File: config.mk
export PLATFORM = sky130hd
export DESIGN_NAME = usb_rx_bufwr
export DESIGN_NICKNAME = d
export VERILOG_FILES = /design/src/rtl/usb_rx_pkg.sv /design/src/rtl/usb_rx_ctrl.sv /design/src/rtl/usb_rx_packer.sv /design/src/rtl/usb_rx_bufwr.sv
export SDC_FILE = /design/constraint.sdc
export NUM_CORES = 1
export LEC_CHECK = 0
export CAP_MARGIN = 20
export CORE_ASPECT_RATIO = 0.75
export CORE_MARGIN = 4
export CORE_UTILIZATION = 49
export DETAILED_ROUTE_END_ITERATION = 6
export DONT_BUFFER_PORTS = 1
export GPL_TIMING_DRIVEN = 0
export REMOVE_ABC_BUFFERS = 1
export SLEW_MARGIN = 30
export SYNTH_ARGS = -nofsm -noshare
export SYNTH_HDL_FRONTEND = slang
export SYNTH_HIERARCHICAL = 1
export SYNTH_SLANG_ARGS = --single-unit
File: constraint.sdc
create_clock -name clk -period 3 [get_ports clk]
set_input_delay 0.3 -clock clk [delete_from_list [all_inputs] [get_ports clk]]
set_output_delay 0.3 -clock clk [all_outputs]
set_load 0.05 [all_outputs]
File: src/rtl/usb_rx_pkg.sv
package usb_rx_pkg;

    localparam int CNT_W  = 10;
    localparam int NB_W   = 5;
    localparam int WORD_W = 16;

    typedef struct packed {
        logic            unit32;
        logic [NB_W-1:0] nblk;
        logic [CNT_W-1:0] cnt;
    } cnt_word_t;

    typedef struct packed {
        logic            unit32;
        logic [NB_W-1:0] nblk;
    } alloc_t;

    typedef enum logic [1:0] {
        ST_IDLE  = 2'd0,
        ST_FETCH = 2'd1,
        ST_RECV  = 2'd2
    } rx_state_e;

    function automatic logic [15:0] alloc_bytes(input alloc_t a);
        if (a.unit32)
            return (16'(a.nblk) + 16'd1) << 5;
        else
            return 16'(a.nblk) << 1;
    endfunction

endpackage

File: src/rtl/usb_rx_ctrl.sv
module usb_rx_ctrl
    import usb_rx_pkg::*;
(
    input  logic      clk,
    input  logic      rst,
    input  logic      xfer_start,
    input  logic      desc_ack,
    input  logic      rx_valid,
    input  logic      rx_eop,
    input  logic      rx_err,
    output rx_state_e state,
    output logic      load,
    output logic      accept,
    output logic      fin_ok,
    output logic      fin_err
);

    rx_state_e state_q;

    assign state   = state_q;
    assign load    = (state_q == ST_FETCH) && desc_ack;
    assign accept  = (state_q == ST_RECV) && rx_valid;
    assign fin_err = (state_q == ST_RECV) && !rx_valid && rx_err;
    assign fin_ok  = (state_q == ST_RECV) && !rx_valid && rx_eop && !rx_err;

    always_ff @(posedge clk) begin
        if (rst) begin
            state_q <= ST_IDLE;
        end else begin
            unique case (state_q)
                ST_IDLE:  if (xfer_start) state_q <= ST_FETCH;
                ST_FETCH: if (desc_ack)   state_q <= ST_RECV;
                ST_RECV:  if (fin_ok || fin_err) state_q <= ST_IDLE;
                default:  state_q <= ST_IDLE;
            endcase
        end
    end

    // receive phase only entered through a completed descriptor handshake
    assert_recv_after_ack_R2: assert property (@(posedge clk) disable iff (rst)
        (state_q == ST_RECV && $past(state_q) != ST_RECV) |-> $past(desc_ack));

endmodule

File: src/rtl/usb_rx_packer.sv
module usb_rx_packer
    import usb_rx_pkg::*;
#(
    parameter int ADDR_W = 16
) (
    input  logic              clk,
    input  logic              rst,
    input  logic              load,
    input  logic [ADDR_W-1:0] base_addr,
    input  cnt_word_t         cnt_word,
    input  logic              accept,
    input  logic [7:0]        rx_data,
    input  logic              fin,
    output logic              mem_we,
    output logic [ADDR_W-1:0] mem_addr,
    output logic [WORD_W-1:0] mem_wdata,
    output logic [15:0]       byte_cnt,
    output logic [15:0]       cap,
    output alloc_t            alloc,
    output logic              overrun
);

    logic [ADDR_W-1:0] base_q;
    logic [15:0]       cnt_q;
    logic [15:0]       space_q;
    logic [15:0]       cap_q;
    logic [7:0]        lo_q;
    logic              lo_pend_q;
    logic [1:0]        drop_q;
    alloc_t            alloc_q;

    logic room, hi_pos, wr_full, wr_flush;

    assign room     = (space_q != 16'd0);
    assign hi_pos   = cnt_q[0];
    assign wr_full  = accept && room && hi_pos;
    assign wr_flush = fin && lo_pend_q;

    assign mem_we    = wr_full || wr_flush;
    assign mem_wdata = wr_full ? {rx_data, lo_q} : {8'h00, lo_q};
    assign mem_addr  = base_q + ADDR_W'({cnt_q[15:1], 1'b0});
    assign byte_cnt  = cnt_q;
    assign cap       = cap_q;
    assign alloc     = alloc_q;
    // three bytes beyond the allocation means the payload itself did not fit
    assign overrun   = (drop_q == 2'd3);

    always_ff @(posedge clk) begin
        if (rst) begin
            base_q    <= '0;
            cnt_q     <= '0;
            space_q   <= '0;
            cap_q     <= '0;
            lo_q      <= '0;
            lo_pend_q <= 1'b0;
            drop_q    <= '0;
            alloc_q   <= '0;
        end else if (load) begin
            base_q    <= base_addr;
            cnt_q     <= '0;
            alloc_q   <= '{unit32: cnt_word.unit32, nblk: cnt_word.nblk};
            space_q   <= alloc_bytes('{unit32: cnt_word.unit32, nblk: cnt_word.nblk});
            cap_q     <= alloc_bytes('{unit32: cnt_word.unit32, nblk: cnt_word.nblk});
            lo_pend_q <= 1'b0;
            drop_q    <= '0;
        end else if (accept) begin
            cnt_q <= cnt_q + 16'd1;
            if (room) begin
                space_q <= space_q - 16'd1;
                if (!hi_pos) begin
                    lo_q      <= rx_data;
                    lo_pend_q <= 1'b1;
                end else begin
                    lo_pend_q <= 1'b0;
                end
            end else if (drop_q != 2'd3) begin
                drop_q <= drop_q + 2'd1;
            end
        end else if (fin) begin
            lo_pend_q <= 1'b0;
        end
    end

    assert_clip_to_alloc_R5: assert property (@(posedge clk) disable iff (rst)
        mem_we |-> (16'(mem_addr - base_q) < cap_q));

    assert_count_step_R4: assert property (@(posedge clk) disable iff (rst)
        accept |=> (cnt_q == $past(cnt_q) + 16'd1));

    assert_space_step_R4: assert property (@(posedge clk) disable iff (rst)
        (accept && room) |=> (space_q == $past(space_q) - 16'd1));

endmodule

File: src/rtl/usb_rx_bufwr.sv
module usb_rx_bufwr
    import usb_rx_pkg::*;
#(
    parameter int EP_W   = 3,
    parameter int ADDR_W = 16
) (
    input  logic              clk,
    input  logic              rst,
    input  logic              xfer_start,
    input  logic [EP_W-1:0]   xfer_ep,
    output logic              desc_rd_req,
    output logic [EP_W-1:0]   desc_rd_ep,
    input  logic              desc_rd_ack,
    input  logic [ADDR_W-1:0] desc_rd_addr,
    input  logic [15:0]       desc_rd_cnt,
    input  logic              rx_valid,
    input  logic [7:0]        rx_data,
    input  logic              rx_eop,
    input  logic              rx_err,
    output logic              rx_ready,
    output logic              mem_we,
    output logic [ADDR_W-1:0] mem_addr,
    output logic [15:0]       mem_wdata,
    output logic              desc_wr_en,
    output logic [EP_W-1:0]   desc_wr_ep,
    output logic [15:0]       desc_wr_cnt,
    output logic              xfer_ok,
    output logic              xfer_fail
);

    rx_state_e       state;
    logic            load, accept, fin_ok, fin_err, overrun;
    logic [15:0]     byte_cnt, cap;
    alloc_t          alloc;
    logic [EP_W-1:0] ep_q;

    always_ff @(posedge clk) begin
        if (rst)
            ep_q <= '0;
        else if (state == ST_IDLE && xfer_start)
            ep_q <= xfer_ep;
    end

    usb_rx_ctrl u_ctrl (
        .clk        (clk),
        .rst        (rst),
        .xfer_start (xfer_start),
        .desc_ack   (desc_rd_ack),
        .rx_valid   (rx_valid),
        .rx_eop     (rx_eop),
        .rx_err     (rx_err),
        .state      (state),
        .load       (load),
        .accept     (accept),
        .fin_ok     (fin_ok),
        .fin_err    (fin_err)
    );

    usb_rx_packer #(.ADDR_W(ADDR_W)) u_pack (
        .clk       (clk),
        .rst       (rst),
        .load      (load),
        .base_addr (desc_rd_addr),
        .cnt_word  (cnt_word_t'(desc_rd_cnt)),
        .accept    (accept),
        .rx_data   (rx_data),
        .fin       (fin_ok || fin_err),
        .mem_we    (mem_we),
        .mem_addr  (mem_addr),
        .mem_wdata (mem_wdata),
        .byte_cnt  (byte_cnt),
        .cap       (cap),
        .alloc     (alloc),
        .overrun   (overrun)
    );

    assign desc_rd_req = (state == ST_FETCH);
    assign desc_rd_ep  = ep_q;
    assign rx_ready    = (state == ST_RECV);
    assign xfer_ok     = fin_ok && !overrun;
    assign xfer_fail   = fin_err || (fin_ok && overrun);
    assign desc_wr_en  = xfer_ok;
    assign desc_wr_ep  = ep_q;
    assign desc_wr_cnt = {alloc.unit32, alloc.nblk, byte_cnt[CNT_W-1:0]};

    // a successful write-back never follows more bytes than allocation plus CRC
    assert_wb_within_alloc_R7: assert property (@(posedge clk) disable iff (rst)
        desc_wr_en |-> (17'(byte_cnt) <= 17'(cap) + 17'd2));

    // no memory traffic outside an open receive phase
    assert_idle_quiet_R1: assert property (@(posedge clk) disable iff (rst)
        (state != ST_RECV) |-> !mem_we && !desc_wr_en);

endmodule

==> results of run 1 <==
[what timing repair did]
| item | 4_1_cts | 5_1_grt |
|---|---|---|
| setup endpoints to repair | 18 | 16 |
| cloned | 0 | 0 |
| resized for setup | 30 | 14 |
| pin swaps | 9 | 8 |
| hold endpoints to repair | 4 | 4 |
| buffers inserted | 3 | 2 |
| hold buffers | 1 | 1 |
[registers in the layout, indices dropped and copies added (netlist names)]
| signal | cells |
|---|---|
| u_pack/alloc | 6 |
| u_pack/lo_pend_q | 1 |
| u_pack/base_q | 16 |
| u_pack/lo_q | 8 |
| u_pack/space_q | 16 |
| u_ctrl/state | 2 |
| u_pack/byte_cnt | 16 |
| desc_rd_ep | 3 |
| u_pack/drop_q | 2 |
[final cells by class]
cell class | instances | area [µm²] | share of cell area (%)
Multi-Input combinational cell | 339 | 2650 | 58.4
Clock buffer | 10 | 128 | 2.81
Clock inverter | 6 | 86.3 | 1.90
Sequential cell | 70 | 1430 | 31.4
Inverter | 12 | 45.0 | 0.993
Timing Repair Buffer | 8 | 77.6 | 1.71
Tap cell | 101 | 126 | 2.79
[worst max-delay path, stage by stage, from the launching register on]
cell and delay [ns]:
dfxtp_4 0.42, ha_4 0.19, fa_2 0.36, a211oi_2 0.21, o21bai_2 0.12, o41ai_4 0.22
buf_4 0.20, a41oi_4 0.16, xnor2_4 0.42
[power by group]
part / switching [mW] / total, mW / internal [mW]
Combinational: 0.161 / 0.253 / 0.0925
Sequential: 0.0644 / 1.02 / 0.951
Clock: 0.354 / 0.821 / 0.467
[layer usage]
| metal | vias up | GRT usage (%) |
|---|---|---|
| li1 | 1574 | - |
| met1 | 1458 | 26.0 |
| met2 | 99 | 27.6 |
| met3 | 11 | 6.06 |
| met4 | 0 | 4.97 |
| met5 | - | 0 |
[stage by stage]
step / power (mW) / hold WS [ns] / cell area (µm²) / TNS [ns] / util (%)
detailed placement: 1.28 / 0.379 / 4020 / -3.37 / 53.1
global placement: 1.27 / 0.377 / 3920 / -9.62 / 51.9
global route: 2.19 / 0.00300 / 4530 / -0.100 / 59.9
CTS: 2.12 / 0.000302 / 4430 / -0.165 / 58.5
floorplan: 1.23 / 0.369 / 3800 / -0.711 / -
finish: 2.09 / 0.0249 / 4530 / 0 / 59.9
[how the worst max path moves through the flow]
stage                       start      endpoint  slack, ns  cells past startpoint
6_report       u_pack/byte_cnt[1]  mem_addr[15]       0.04                      8
5_1_grt        u_pack/byte_cnt[1]  mem_addr[15]      -0.08                      8
4_1_cts        u_pack/byte_cnt[1]  mem_addr[15]       -0.1                      7
3_5_place_dp   u_pack/byte_cnt[1]  mem_addr[13]      -0.68                      7
3_3_place_gp   u_pack/byte_cnt[1]  mem_addr[15]      -0.92                      7
2_1_floorplan  u_pack/byte_cnt[1]  mem_addr[15]      -0.33                      7
[cell usage in the layout, fill, tap and decap left out, drive strengths merged, types with 5 or more instances in the layout]
cell type  instances
and2              11
nor2              65
nand3             11
clkbuf            10
mux2i             33
nor4               7
nor3b              5
buf                6
a21o               6
nand2             22
nand2b            10
o21ai             10
xnor2             20
nor3               5
inv               12
a211oi             5
xor2              18
nand4             10
dfxtp             70
ha                18
a21oi             23
==> results by group, run 1 <==
Outcome
  • Result of the run: complete, no violations

Drt
  • Router iterations before antenna repair: 4
  • Total Wirelength: 8950 µm
  • Starting DRT DRC Count: 212
  • Via Count: 3142
  • Wire length per cell: 16.4 µm
  • WL met2: 3840 µm
  • Met3 WL post-DR: 703 µm
  • Metal-1 WL: 4310 µm
  • DRC Markers: 0
  • Vias per cell: 5.75
  • ANT nets after route: 0
  • Top sig layer: met4

Hold path
  • Hold EP: u_pack/alloc[0]
  • Worst Hold Depth: 1
  • Hold_sp: rst
  • HP Class: input pin to flop

Timing
  • Max-slew headroom: 33.8%
  • Final hold vios: 0
  • Final worst setup slack: 0.0449 ns
  • F_max: 0.338 GHz
  • Setup repair after global routing missed its margin: true
  • Final setup vio count: 0
  • Clock Skew: 0.00758 ns
  • Minimum clock period: 2.96 ns
  • Max Slew Vio Count: 0
  • Final period utilization: 98.5%
  • Worst Max-Slew Pin Slew: 0.990 ns

Die
  • Horiz. Die Dim: 111 µm
  • Die height: 85.4 µm
  • I/O pin cnt: 110
  • Die area: 0.00950 mm²
  • Rows: 27
  • Effective utilization at floorplan: 51.7%
  • Core footprint: 0.00757 mm²

Clock network
  • Clock Path Buffers: 2
  • CTS tree: done
  • Clock latency on the worst-skew pair: 0.34 ns
  • Worst-path clk slew: 0.08 ns
  • H-tree Lvls: 3
  • Clock root buffer: clkbuf_8
  • Num Clock Sinks: 70
  • Clock buffer count from CTS: 9

Pwr
  • Maximum vdd drop: 0.249 mV
  • Total leakage power: 1.80 nW
  • Power per cell area: 461 mW/mm²

Placed design
  • Placed cell count: 523
  • Number of port buffers: 0
  • Final HPWL DP: 6150 µm
  • Post-place setup slack: -0.683 ns
  • Placer Congestion: 0.832

Critical path
  • Kind of start point of the critical path: flop
  • Critical Path Sink Type: output port
  • Reg2Reg Launch Point: u_ctrl/state[0]
  • Critical Path AT: 2.66 ns
  • R2R setup slack: 0.36 ns
  • Critical path class: flop to output port
  • Worst Path Max Fanout: 6
  • Worst Path Required: 2.70 ns
  • R2R depth: 6
  • Worst r2r dst: u_pack/space_q[6]

Synthesis
  • Synthesized instance count: 445
  • Synth Area per Inst: 8.79 µm²
  • Ys Warns: 6
  • Syn Std Cell Area: 0.00391 mm²

Cells and area
  • Layout cells sized above 1: 16.2%
  • Post-layout instance count excluding filler cells: 546
  • Diode count: 0
  • Nets: 509
  • Layout area overhead: 15.9%
  • Fill cell count: 698

Global route
  • GR Overflow Total: 0
  • Largest net degree at the start of global routing: 51
  • Initial antenna violation count: 0
  • Vias in the first global route: 2959
  • GRT Util Overall: 18.6%
  • First-pass GRT wire length: 14600 µm

Flow run
  • Max Cap Viol: 0
Note: power is estimated with default switching activity, not from simulation.
==> inputs of run 2 (changes only) <==
--- a/config.mk
+++ b/config.mk
@@ -5,6 +5,7 @@
 export SDC_FILE = /design/constraint.sdc
 export NUM_CORES = 1
 export LEC_CHECK = 0
+export ABC_AREA = 1
 export CAP_MARGIN = 20
 export CORE_ASPECT_RATIO = 0.75
 export CORE_MARGIN = 4
==> constraint.sdc (replaced) <==
create_clock -name clk -period 3.7 [get_ports clk]
set_input_delay 0.37 -clock clk [delete_from_list [all_inputs] [get_ports clk]]
set_output_delay 0.37 -clock clk [all_outputs]
set_load 0.05 [all_outputs]
==> results by group, run 2 <==
Global route
  • GRT Util Overall: 21.0% (+2.4 points)
  • Vias in the first global route: 3555 (+20%)
  • GR Overflow Total: 0 (unchanged)
  • First-pass GRT wire length: 17000 µm (+16%)
  • Initial antenna violation count: 0 (unchanged)
  • Largest net degree at the start of global routing: 35 (-31%)

Timing
  • Final setup vio count: 0 (unchanged)
  • Minimum clock period: 3.28 ns
  • Final setup TNS: 0 ns (unchanged)
  • F_max: 0.305 GHz
  • Max-slew headroom: 32.3% (-1.5 points)
  • Final period utilization: 88.6%
  • Setup repair after global routing missed its margin: false
  • Final worst setup slack: 0.422 ns (+0.377 ns)
  • Final hold vios: 0 (unchanged)
  • Worst Max-Slew Pin Slew: 1.01 ns (+0.0219 ns)
  • Max Slew Vio Count: 0 (unchanged)
  • Clock Skew: 0.00608 ns (-0.00150 ns)

Clock network
  • Clock root buffer: clkbuf_16
  • Post_cts resized: 0 (-100%)
  • Clock buffer count from CTS: 9 (unchanged)
  • H-tree Lvls: 3 (unchanged)
  • Worst-path clk slew: 0.05 ns (-0.03 ns)
  • CTS tree: done
  • Hold-fix buffers at CTS: 0 (-1)
  • Post-CTS setup buffer count: 0 (-3)
  • Clock latency on the worst-skew pair: 0.33 ns (about the same)
  • Clock Path Buffers: 2 (unchanged)
  • Num Clock Sinks: 70 (unchanged)

Hold path
  • HP Class: input pin to flop
  • Worst Hold Depth: 1 (unchanged)
  • Hold_sp: rst
  • Hold EP: u_ctrl/state[1]

Placed design
  • Post-DP Area: 0.00425 mm² (+5.7%)
  • Placer Congestion: 0.849 (+2.1%)
  • Placed cell count: 732 (+40%)
  • Final HPWL DP: 7780 µm (+26%)
  • Post-place setup slack: 0.786 ns (+1.47 ns)
  • Number of port buffers: 0 (unchanged)

Die
  • Core footprint: 0.00842 mm² (+11%)
  • Horiz. Die Dim: 115 µm (+3.5%)
  • Effective utilization at floorplan: 50.1% (-1.6 points)
  • Rows: 29 (+7.4%)
  • Die height: 88.3 µm (+3.4%)
  • I/O pin cnt: 110 (unchanged)
  • Die area: 0.0102 mm² (+7.1%)

Drt
  • Starting DRT DRC Count: 235 (+11%)
  • ANT nets after route: 0 (unchanged)
  • Total Wirelength: 10400 µm (+17%)
  • Via Count: 3945 (+26%)
  • Vias per cell: 5.29 (-8.1%)
  • Wire length per cell: 14.0 µm (-15%)
  • Router iterations before antenna repair: 4 (unchanged)
  • DRC Markers: 0 (unchanged)

Critical path
  • Reg2Reg Launch Point: u_ctrl/state[1]
  • Critical Path Sink Type: output port
  • R2R depth: 7 (+1)
  • Worst r2r dst: u_pack/lo_q[1]
  • Worst Path Max Fanout: 5 (-1)
  • Worst Path Required: 3.33 ns (+0.63 ns)
  • Critical path class: flop to output port
  • Critical Path AT: 2.91 ns (+0.25 ns)
  • Kind of start point of the critical path: flop
  • R2R setup slack: 1.34 ns (+0.98 ns)

Outcome
  • Result of the run: complete, no violations

Synthesis
  • Ys Warns: 6 (unchanged)
  • Syn Std Cell Area: 0.00422 mm² (+7.7%)
  • Synthesized instance count: 647 (+45%)
  • Synth Area per Inst: 6.52 µm² (-26%)

Cells and area
  • Commonest non-fill, non-tap cell in the layout: nand2_1
  • Layout area overhead: 6.80%
  • Commonest non-fill, non-tap cells in the layout: 133 x nand2_1, 111 x nor2_1, 73 x inv_1
  • Layout cells sized above 1: 7.37% (-8.8 points)
  • Post-layout instance count excluding filler cells: 746 (+37%)
  • Nets: 704 (+38%)
  • Design area: 0.00450 mm² (-0.72%)
  • Diode count: 0 (unchanged)

Pwr
  • Total leakage power: 2.18 nW (+21%)
  • Switching power: 645 µW (+11%)
  • P_int: 1.36 mW (-9.9%)
  • Clock share of power: 37.5% (-1.8 points)
  • Power per cell area: 445 mW/mm² (-3.3%)
  • Net Sw Frac: 32.1% (+4.4 points)
  • Flop pwr share: 43.0% (-5.6 points)
  • Comb pwr share: 19.5% (+7.4 points)
  • Maximum vdd drop: 0.354 mV (+42%)

Flow run
  • Max Cap Viol: 0 (unchanged)
[run 2: worst max-delay path: stages, from the launching register on]
cell     delay, ns
dfxtp_1       0.75
ha_1          0.32
fa_1          0.22
nand3_1       0.09
nand2_1       0.14
nand3_1       0.09
nand2_1       0.15
xor2_1        0.81
[run 2: through the flow]
stage	hold WS, ns	utilization, %	power, mW
after floorplan	0.432	-	1.19
after global placement	0.435	50.1	1.26
after detailed placement	0.440	50.4	1.27
after CTS	0.0848	53.5	2.03
after global routing	0.0872	53.5	2.12
final	0.0994	53.5	2.01
[run 2: how the worst max path moves through the flow]
| stage | cells after the start | endpoint | start |
|---|---|---|---|
| finish | 7 | mem_addr[7] | u_pack/byte_cnt[1] |
| global route | 7 | mem_addr[7] | u_pack/byte_cnt[1] |
| CTS | 7 | mem_addr[7] | u_pack/byte_cnt[1] |
| detailed placement | 7 | mem_addr[7] | u_pack/byte_cnt[1] |
| global placement | 7 | u_pack/byte_cnt[14] | u_ctrl/state[1] |
| floorplan | 7 | mem_addr[7] | u_pack/byte_cnt[1] |
[run 2: routing by layer]
layer  routed length [µm]  track usage (%)
met3                  995             8.13
met5                    0                0
met2                 4140             30.5
met1                 5200             29.3
met4                   89             5.12
[run 2: power groups by stage]
stage / registers, mW / logic, mW / clock network, mW
2_1_floorplan: 0.869 / 0.319 / 0
3_5_place_dp: 0.877 / 0.389 / 0
6_report: 0.862 / 0.391 / 0.753
4_1_cts: 0.861 / 0.389 / 0.777
3_3_place_gp: 0.876 / 0.382 / 0
5_1_grt: 0.866 / 0.442 / 0.813
[run 2: cell type report]
type,instances,area (µm²)
Multi-Input combinational cell,473,2390
Fill cell,882,3920
Tap cell,108,135
Sequential cell,70,1400
Timing Repair Buffer,1,15.0
Clock inverter,2,10.0
Clock buffer,12,246
Inverter,80,300
